**src/rtl/combo_lock_pkg.sv**
```systemverilog
package combo_lock_pkg;
  parameter int CODE_W    = 4;
  parameter int NUM_CODES = 3;
  localparam int SEL_W    = $clog2(NUM_CODES);

  typedef enum logic [2:0] {
    ST_STEP1 = 3'd0,
    ST_STEP2 = 3'd1,
    ST_STEP3 = 3'd2,
    ST_OPEN  = 3'd3,
    ST_ERR   = 3'd4
  } lock_state_e;
endpackage

```
**src/rtl/code_select.sv**
```systemverilog
module code_select
  import combo_lock_pkg::*;
#(
  parameter int W = CODE_W,
  parameter int N = NUM_CODES,
  localparam int SW = (N > 1) ? $clog2(N) : 1
) (
  input  logic [N*W-1:0] codes,
  input  logic [SW-1:0]  sel,
  output logic [W-1:0]   picked
);
  logic [N-1:0][W-1:0] gated;

  // one-hot decode, AND each code with its select line, then OR them together
  for (genvar i = 0; i < N; i++) begin : g_leg
    logic hit;
    assign hit      = (sel == SW'(i));
    assign gated[i] = codes[i*W +: W] & {W{hit}};
  end

  always_comb begin
    picked = '0;
    for (int i = 0; i < N; i++) picked = picked | gated[i];
  end
endmodule

```
**src/rtl/code_compare.sv**
```systemverilog
module code_compare
  import combo_lock_pkg::*;
#(
  parameter int W = CODE_W
) (
  input  logic [W-1:0] a,
  input  logic [W-1:0] b,
  output logic         same
);
  logic [W-1:0] bit_eq;

  for (genvar i = 0; i < W; i++) begin : g_bit
    assign bit_eq[i] = ~(a[i] ^ b[i]);
  end

  assign same = &bit_eq;
endmodule

```
**src/rtl/lock_fsm.sv**
```systemverilog
module lock_fsm
  import combo_lock_pkg::*;
(
  input  logic              clk,
  input  logic              rst,
  input  logic              entry_valid,
  input  logic              match,
  output lock_state_e       state,
  output logic [SEL_W-1:0]  sel,
  output logic              door_open
);
  lock_state_e state_q, state_d;

  always_comb begin
    state_d = state_q;
    unique case (state_q)
      ST_STEP1: if (entry_valid) state_d = match ? ST_STEP2 : ST_ERR;
      ST_STEP2: if (entry_valid) state_d = match ? ST_STEP3 : ST_ERR;
      ST_STEP3: if (entry_valid) state_d = match ? ST_OPEN  : ST_ERR;
      ST_OPEN:  state_d = ST_OPEN;
      ST_ERR:   state_d = ST_ERR;
      default:  state_d = ST_ERR;
    endcase
  end

  always_ff @(posedge clk) begin
    if (rst) state_q <= ST_STEP1;
    else     state_q <= state_d;
  end

  // select follows the step; terminal states park on the first code
  always_comb begin
    unique case (state_q)
      ST_STEP2: sel = SEL_W'(1);
      ST_STEP3: sel = SEL_W'(2);
      default:  sel = SEL_W'(0);
    endcase
  end

  assign door_open = (state_q == ST_OPEN);
  assign state     = state_q;
endmodule

```
**src/rtl/combo_lock.sv**
```systemverilog
module combo_lock
  import combo_lock_pkg::*;
(
  input  logic              clk,
  input  logic              rst,
  input  logic [CODE_W-1:0] entry_val,
  input  logic              entry_valid,
  input  logic [CODE_W-1:0] code_1,
  input  logic [CODE_W-1:0] code_2,
  input  logic [CODE_W-1:0] code_3,
  output logic              door_open
);
  logic [NUM_CODES*CODE_W-1:0] code_bus;
  logic [SEL_W-1:0]            code_sel;
  logic [CODE_W-1:0]           cur_code;
  logic                        code_match;
  lock_state_e                 lock_state;

  assign code_bus = {code_3, code_2, code_1};

  code_select #(.W(CODE_W), .N(NUM_CODES)) u_sel (
    .codes  (code_bus),
    .sel    (code_sel),
    .picked (cur_code)
  );

  code_compare #(.W(CODE_W)) u_cmp (
    .a    (entry_val),
    .b    (cur_code),
    .same (code_match)
  );

  lock_fsm u_fsm (
    .clk         (clk),
    .rst         (rst),
    .entry_valid (entry_valid),
    .match       (code_match),
    .state       (lock_state),
    .sel         (code_sel),
    .door_open   (door_open)
  );
endmodule

```
**config.mk**
```make
export PLATFORM = sky130hd
export DESIGN_NAME = combo_lock
export DESIGN_NICKNAME = d
export VERILOG_FILES = /design/src/rtl/combo_lock_pkg.sv /design/src/rtl/code_select.sv /design/src/rtl/code_compare.sv /design/src/rtl/lock_fsm.sv /design/src/rtl/combo_lock.sv
export SDC_FILE = /design/constraint.sdc
export NUM_CORES = 1
export LEC_CHECK = 0
export ABC_AREA = 1
export BUFFER_PORTS_ARGS = -buffer_cell sky130_fd_sc_hd__buf_2
export CAP_MARGIN = 10
export CORE_AREA = 2 2 39 41
export DETAILED_ROUTE_END_ITERATION = 16
export DIE_AREA = 0 0 41 43
export SLEW_MARGIN = 20
export SYNTH_ARGS = -nofsm -noshare
export SYNTH_HDL_FRONTEND = slang
export SYNTH_SLANG_ARGS = --single-unit
```
**constraint.sdc**
```tcl
create_clock -name clk -period 2 [get_ports clk]
set_clock_uncertainty 0.15 [all_clocks]
set_input_delay 0.3 -clock clk [delete_from_list [all_inputs] [get_ports clk]]
set_output_delay 0.3 -clock clk [all_outputs]
set_load 0.01 [all_outputs]
```
==> summary.md, run 1 <==
| Metric | Value |
|---|---|
| Initial DRC Count | `24` |
| Synth area leaders | `dfxtp_1, nand3_1, nand2_1, nand4_1, inv_1` |
| Most common cell on crit path | `nand2_1` |
| Distinct cell type count of the synthesized netlist | `13` |
| Clk pwr share | `46.8%` |
| Clock slew seen by the registers of the worst setup and hold paths | `0.04 ns` |
| Die H | `43 um` |
| Max reg flops | `3` |
| Drt drc | `0` |
| Largest net degree at the start of global routing | `7` |
| Flops & latches, synth | `3` |
| Max-slew headroom | `83.39%` |
| Vias per cell | `4.718` |
| Final period util | `85.77%` |
| Combinational power share | `23.8%` |
| Measured slew at the worst slew-check pin | `0.2489 ns` |
| Fin crit period | `1.715 ns` |
| Unrepaired setup endpoints after global routing | `false` |
| Starting Density | `25.59%` |
| RePlAce Congestion | `0.7961` |
| Total power | `0.0002215 W` |
| Status | `finished clean` |
| CP Cell Sequence | `inv_1 -> nand2_2 -> nor2_2 -> nand2_1 -> nand3_1 -> nand2_1 -> nand2_1 -> nand2_1 -> inv_1 -> nand2_2 -> nand2_2 -> nand3_1 -> a21oi_1` |
| Post-cts resize count | `0` |
| Async set-reset flop share out of synthesis | `0%` |
| Drt first pass iters | `4` |
| Core Footprint | `1384 um2` |
| Final wirelength | `996 um` |
| Worst-Skew Late Latency | `0.23 ns` |
| Synth top area share | `16.96%` |
| Leak | `0.2824 nW` |
| Post-CTS Setup Inserts | `0` |
| Critical path's top delay family | `simple AND/OR/NAND/NOR gates` |
| Top cells by count, synth | `nand2_1, nand3_1, inv_1` |
| Max_cap viols | `0` |
| Setup violations, final | `0` |
| Clock Sinks | `3` |
| Switching portion of total power | `26.97%` |
| Synth Instances | `64` |
| Die W | `41 um` |
| Req. time, crit path | `2.01 ns` |
| IO Count | `20` |
| Detail Route Antenna Nets | `0` |
| Root buffer cell | `clkbuf_4` |
| Cts bufs inserted | `3` |
| All-layer global routing usage | `13.14%` |
| Top FF cell, synth | `dfxtp_1` |
| Final design utilization | `35.80%` |
| CP max FO | `6` |
| Placed standard-cell area | `469.2 um2` |
| Arr. time, crit path | `1.73 ns` |
| Switch Pwr | `0.00005975 W` |
| Hold_ws | `0.1132 ns` |
| Yosys warns | `0` |
| Share of cells above drive strength 1 | `36.78%` |
| DP HPWL | `801 um` |
| M1 GR Usage | `16.35%` |
| Die ar. | `1763 um2` |
| Critical path class | `reg2reg` |
| CTS hold repair buffers | `0` |
| Largest stage delay, worst path | `0.35 ns` |
| Worst vdd ir | `270.0 uV` |
| TNS Setup | `0 ns` |
| Via count | `486` |
| Post-synth EDFFs | `0` |
| Core Rows | `14` |
| CTS max path bufs | `2` |
| Crit-path slowest cell | `dfxtp_1` |
| CTS tree | `yes` |
| Int Pwr | `0.0001617 W` |
| Post-DR wirelength/cell | `9.670 um` |
| F_max | `0.5829 GHz` |
| Final Hold Violating Endpoints | `0` |
| Met2 Track Usage GR | `19.69%` |
| Finished Cell Area | `495.5 um2` |
| Startpoint types | `flip-flop` |
| Crit end category | `flip-flop` |
| Post-synthesis sequential area ratio | `16.96%` |
| IO buf count | `19` |
| Busiest grt layer | `met2` |
| GRT Residual Overflow | `0` |
| Pins Over Slew Limit | `0` |
| PD cells | `447.0 nW/um2` |
| Avg Inst Size Synth | `5.533 um2` |
| Initial antenna violation count | `0` |
| Syn_nets | `83` |
| Global-route wire length before repair | `1.593 mm` |
| Area Growth Syn to Fin | `39.93%` |
| Leading area contributor after synthesis | `dfxtp_1` |
| Worst path bufs/invs | `2` |
| ANT cells | `0` |
| Nets | `107` |
| Met3 GRT Util | `5.759%` |
| Sequential power share | `29.5%` |
| CTS HTree Levels | `1` |
| Count leader, synth | `nand2_1` |
| Min-delay worst type | `in2reg` |
| Vias in the first global route | `437` |
| Netlist Area Pre-Place | `354.1 um2` |
[layer usage]
layer | up-vias | part of all wire [%]
met4 | 0 | 0
li1 | 259 | -
met5 | - | 0
met2 | 16 | 46
met1 | 211 | 44
met3 | 0 | 9.8
[layout by cell type (no fill, tap or decap), types with 3 or more instances in the layout]
master,n
nand2_1,16
dfxtp_1,3
inv_1,10
nand3_1,12
clkbuf_4,3
nand2_2,4
buf_2,19
nand4_1,7
[metrics by stage]
step | cells | setup WS, ns
after CTS | 103 | 0.2563
after global routing | 103 | 0.09601
final | 103 | 0.2846
after floorplan | 64 | 0.5492
after global placement | 99 | 0.2815
after detailed placement | 99 | 0.2844
[power by group through the flow]
stage | Clock [W] | Combinational [W] | Sequential (W)
2_1_floorplan | 0 | 0.0000289 | 0.0000657
3_3_place_gp | 0 | 0.0000517 | 0.0000659
5_1_grt | 0.000115 | 0.0000603 | 0.0000654
6_report | 0.000104 | 0.0000527 | 0.0000652
3_5_place_dp | 0 | 0.0000523 | 0.0000660
4_1_cts | 0.000109 | 0.0000528 | 0.0000652
[worst paths after layout]
path | from | to | slack [ns] | cells after the start
setup / recovery | u_fsm.state[1] | u_fsm.state[0] | 0.28 | 13
hold / removal | rst | u_fsm.state[0] | 0.11 | 2
setup reg to reg | u_fsm.state[1] | u_fsm.state[0] | 0.28 | 13
hold reg to reg | u_fsm.state[2] | u_fsm.state[2] | 0.43 | 2
[layout make-up]
cell class,count,area [um2]
Fill cell,163,888.4
Multi-Input combinational cell,49,249.0
Timing Repair Buffer,19,95.09
Sequential cell,3,60.06
Inverter,12,45.04
Clock buffer,4,26.28
Tap cell,16,20.02
[cells by family after synthesis]
| kind of cell | after synthesis | share of synthesized area [%] |
|---|---|---|
| flops | 3 | 16.96 |
| simple gates | 46 | 66.08 |
| buf+inv | 12 | 12.72 |
| compound gates | 3 | 4.239 |
No activity file was read; power rests on OpenSTA's default activity.
==> run 2, diff against run 1 <==
--- a/config.mk
+++ b/config.mk
@@ -11,6 +11,8 @@
 export CORE_AREA = 2 2 39 41
 export DETAILED_ROUTE_END_ITERATION = 16
 export DIE_AREA = 0 0 41 43
+export GPL_TIMING_DRIVEN = 0
+export RECOVER_POWER = 50
 export SLEW_MARGIN = 20
 export SYNTH_ARGS = -nofsm -noshare
 export SYNTH_HDL_FRONTEND = slang
==> run 2 against run 1 <==
Via count is 2.3% lower. Setup slack got worse by 0.016 ns. Core utilization down 0.090 points. Hold slack worse by 0.0017 ns. Global-route usage fell by 0.21 points. First-iteration DRC count fell by 71%. Critical path depth unchanged. Clock power hardly changed. Critical endpoint is now u_fsm.state[1]. Highest routed layer unchanged.
==> summary.md, run 2 (synthesis gave the netlist of run 1 again) <==
| Metric | Value |
|---|---|
| Detail Route Antenna Nets | `0 (unchanged)` |
| Initial DRC Count | `7 (-71%)` |
| Leak | `0.2780 nW (-1.6%)` |
| Vias per cell | `4.612 (-2.3%)` |
| Most frequent cells in the layout | `buf_2, nand2_1, nand3_1` |
| IO Count | `20 (unchanged)` |
| TNS Setup | `0 ns (unchanged)` |
| Worst vdd ir | `481.2 uV (+78%)` |
| Largest stage delay, worst path | `0.36 ns (about the same)` |
| Core Rows | `14 (unchanged)` |
| Final Hold Violating Endpoints | `0 (unchanged)` |
| Core Footprint | `1384 um2 (unchanged)` |
| CTS hold repair buffers | `0 (unchanged)` |
| F_max | `0.5775 GHz (-0.93%)` |
| Worst hold path endpoint | `u_fsm.state[0]` |
| PnR worst setup slack | `0.2685 ns (-0.01606 ns)` |
| Via count | `475 (-2.3%)` |
| DP HPWL | `753.3 um (-6.0%)` |
| Critical path class | `reg2reg` |
| Die H | `43 um (unchanged)` |
| Hold depth | `2 (unchanged)` |
| CTS tree | `yes` |
| Crit-path slowest cell | `dfxtp_1` |
| Setup violations, final | `0 (unchanged)` |
| Max-slew headroom | `83.01% (-0.38 points)` |
| Die ar. | `1763 um2 (unchanged)` |
| Vias in the first global route | `435 (-0.46%)` |
| Die W | `41 um (unchanged)` |
| Reg2Reg Setup Slack | `0.27 ns (-0.02 ns)` |
| Root buffer cell | `clkbuf_4` |
| Worst-Skew Late Latency | `0.23 ns (about the same)` |
| Measured slew at the worst slew-check pin | `0.2545 ns (+0.005641 ns)` |
| Largest net degree at the start of global routing | `7 (unchanged)` |
| Post-DR wirelength/cell | `9.049 um (-6.4%)` |
| Global-route wire length before repair | `1.587 mm (-0.38%)` |
| Final period util | `86.57% (+0.80 points)` |
| Worst path bufs/invs | `2 (unchanged)` |
| Worst-case reg-to-reg path depth | `13 (unchanged)` |
| Share of cells above drive strength 1 | `35.63% (-1.1 points)` |
| CP max FO | `6 (unchanged)` |
| Drt drc | `0 (unchanged)` |
| Final wirelength | `932 um (-6.4%)` |
| Drt first pass iters | `4 (unchanged)` |
| Worst r2r dst | `u_fsm.state[1]` |
| Status | `finished clean` |
| Dpl ws | `0.2895 ns (+0.005019 ns)` |
| ANT cells | `0 (unchanged)` |
| IO buf count | `19 (unchanged)` |
| Clock slew seen by the registers of the worst setup and hold paths | `0.04 ns (about the same)` |
| Min-delay src | `rst` |
| Nets | `107 (unchanged)` |
| Worst flop-to-flop path startpoint | `u_fsm.state[1]` |
| CTS HTree Levels | `1 (unchanged)` |
| Area Growth Syn to Fin | `39.58%` |
| Fin crit period | `1.731 ns (+0.01606 ns)` |
| Post-CTS Setup Inserts | `0 (unchanged)` |
| Max reg flops | `3 (unchanged)` |
| Req. time, crit path | `2.00 ns (about the same)` |
| All-layer global routing usage | `12.93% (-0.21 points)` |
| Initial antenna violation count | `0 (unchanged)` |
| GRT Residual Overflow | `0 (unchanged)` |
| Arr. time, crit path | `1.74 ns (about the same)` |
| CP Cell Sequence | `inv_1 -> nand2_2 -> nor2_2 -> nand2_1 -> nand3_1 -> nand2_1 -> nand2_1 -> nand2_1 -> inv_1 -> nand2_2 -> nand2_2 -> nand3_1 -> a21oi_1` |
| PD cells | `445.5 nW/um2 (-0.34%)` |
| Min-delay worst type | `in2reg` |
| Pins Over Slew Limit | `0 (unchanged)` |
| Startpoint types | `flip-flop` |
| Most common cell after layout, fill and taps aside | `buf_2` |
| Starting Density | `25.59% (unchanged)` |
| Most common cell on crit path | `nand2_1` |
| Post-cts resize count | `0 (unchanged)` |
| Crit end category | `flip-flop` |
| RePlAce Congestion | `0.7696 (-3.3%)` |
| Unrepaired setup endpoints after global routing | `false` |
| Fillers | `165 (+1.2%)` |
| Critical path's top delay family | `simple AND/OR/NAND/NOR gates` |
| CTS max path bufs | `2 (unchanged)` |
| Cts bufs inserted | `3 (unchanged)` |
| Max_cap viols | `0 (unchanged)` |
| Clock Sinks | `3 (unchanged)` |
-- run 2: worst reg2reg max path, stage by stage (launching register included) --
cell and delay (ns):
dfxtp_1 0.36, inv_1 0.12, nand2_2 0.07, nor2_2 0.22
nand2_1 0.11, nand3_1 0.09, nand2_1 0.05, nand2_1 0.05
nand2_1 0.05, inv_1 0.06, nand2_2 0.06, nand2_2 0.06
nand3_1 0.07, a21oi_1 0.14
-- run 2: layer usage --
| layer | share of wire, % | vias up | routed length (um) | global-route usage, % |
|---|---|---|---|---|
| met3 | 7.5 | 0 | 70 | 6.283 |
| met2 | 43 | 16 | 401 | 18.44 |
| met4 | 0 | 0 | 0 | 2.000 |
| li1 | - | 259 | - | - |
| met5 | 0 | - | 0 | 0 |
| met1 | 49 | 200 | 459 | 17.57 |
-- run 2: worst max-delay path by stage --
stage                   startpoint        endpoint  slack, ns  cells after the start
detailed placement  u_fsm.state[1]  u_fsm.state[1]       0.29                     13
finish              u_fsm.state[1]  u_fsm.state[1]       0.27                     13
global route        u_fsm.state[1]  u_fsm.state[0]        0.1                     13
floorplan           u_fsm.state[1]  u_fsm.state[1]       0.55                     13
global placement    u_fsm.state[1]  u_fsm.state[1]       0.32                     13
CTS                 u_fsm.state[1]  u_fsm.state[1]       0.27                     13
-- run 2: per-stage QoR --
| step | std cells | total power (W) | utilization, % | instance area [um2] | hold WS, ns |
|---|---|---|---|---|---|
| 3_5_place_dp | 99 | 0.0001178 | 33.91 | 469.2 | 0.3479 |
| 6_report | 103 | 0.0002202 | 35.71 | 494.2 | 0.1115 |
| 3_3_place_gp | 99 | 0.0001171 | 33.91 | 469.2 | 0.3472 |
| 4_1_cts | 103 | 0.0002259 | 35.80 | 495.5 | 0.1041 |
| 5_1_grt | 103 | 0.0002474 | 35.71 | 494.2 | 0.1057 |
| 2_1_floorplan | 64 | 0.00009454 | - | 354.1 | 0.2191 |
-- run 2: where the power goes --
part	leakage [nW]	switching (W)	internal (W)	total (W)
Combinational	0.239	0.0000269	0.0000249	0.0000517
Sequential	0.0245	0.00000289	0.0000623	0.0000652
Clock	0.0150	0.0000287	0.0000746	0.000103
-- run 2: cell type report --
| cell class | count | area (um2) | area share (%) |
|---|---|---|---|
| Inverter | 12 | 45.04 | 9.114 |
| Tap cell | 16 | 20.02 | 4.051 |
| Sequential cell | 3 | 60.06 | 12.15 |
| Multi-Input combinational cell | 49 | 249.0 | 50.38 |
| Clock buffer | 4 | 26.28 | 5.316 |
| Timing Repair Buffer | 19 | 93.84 | 18.99 |
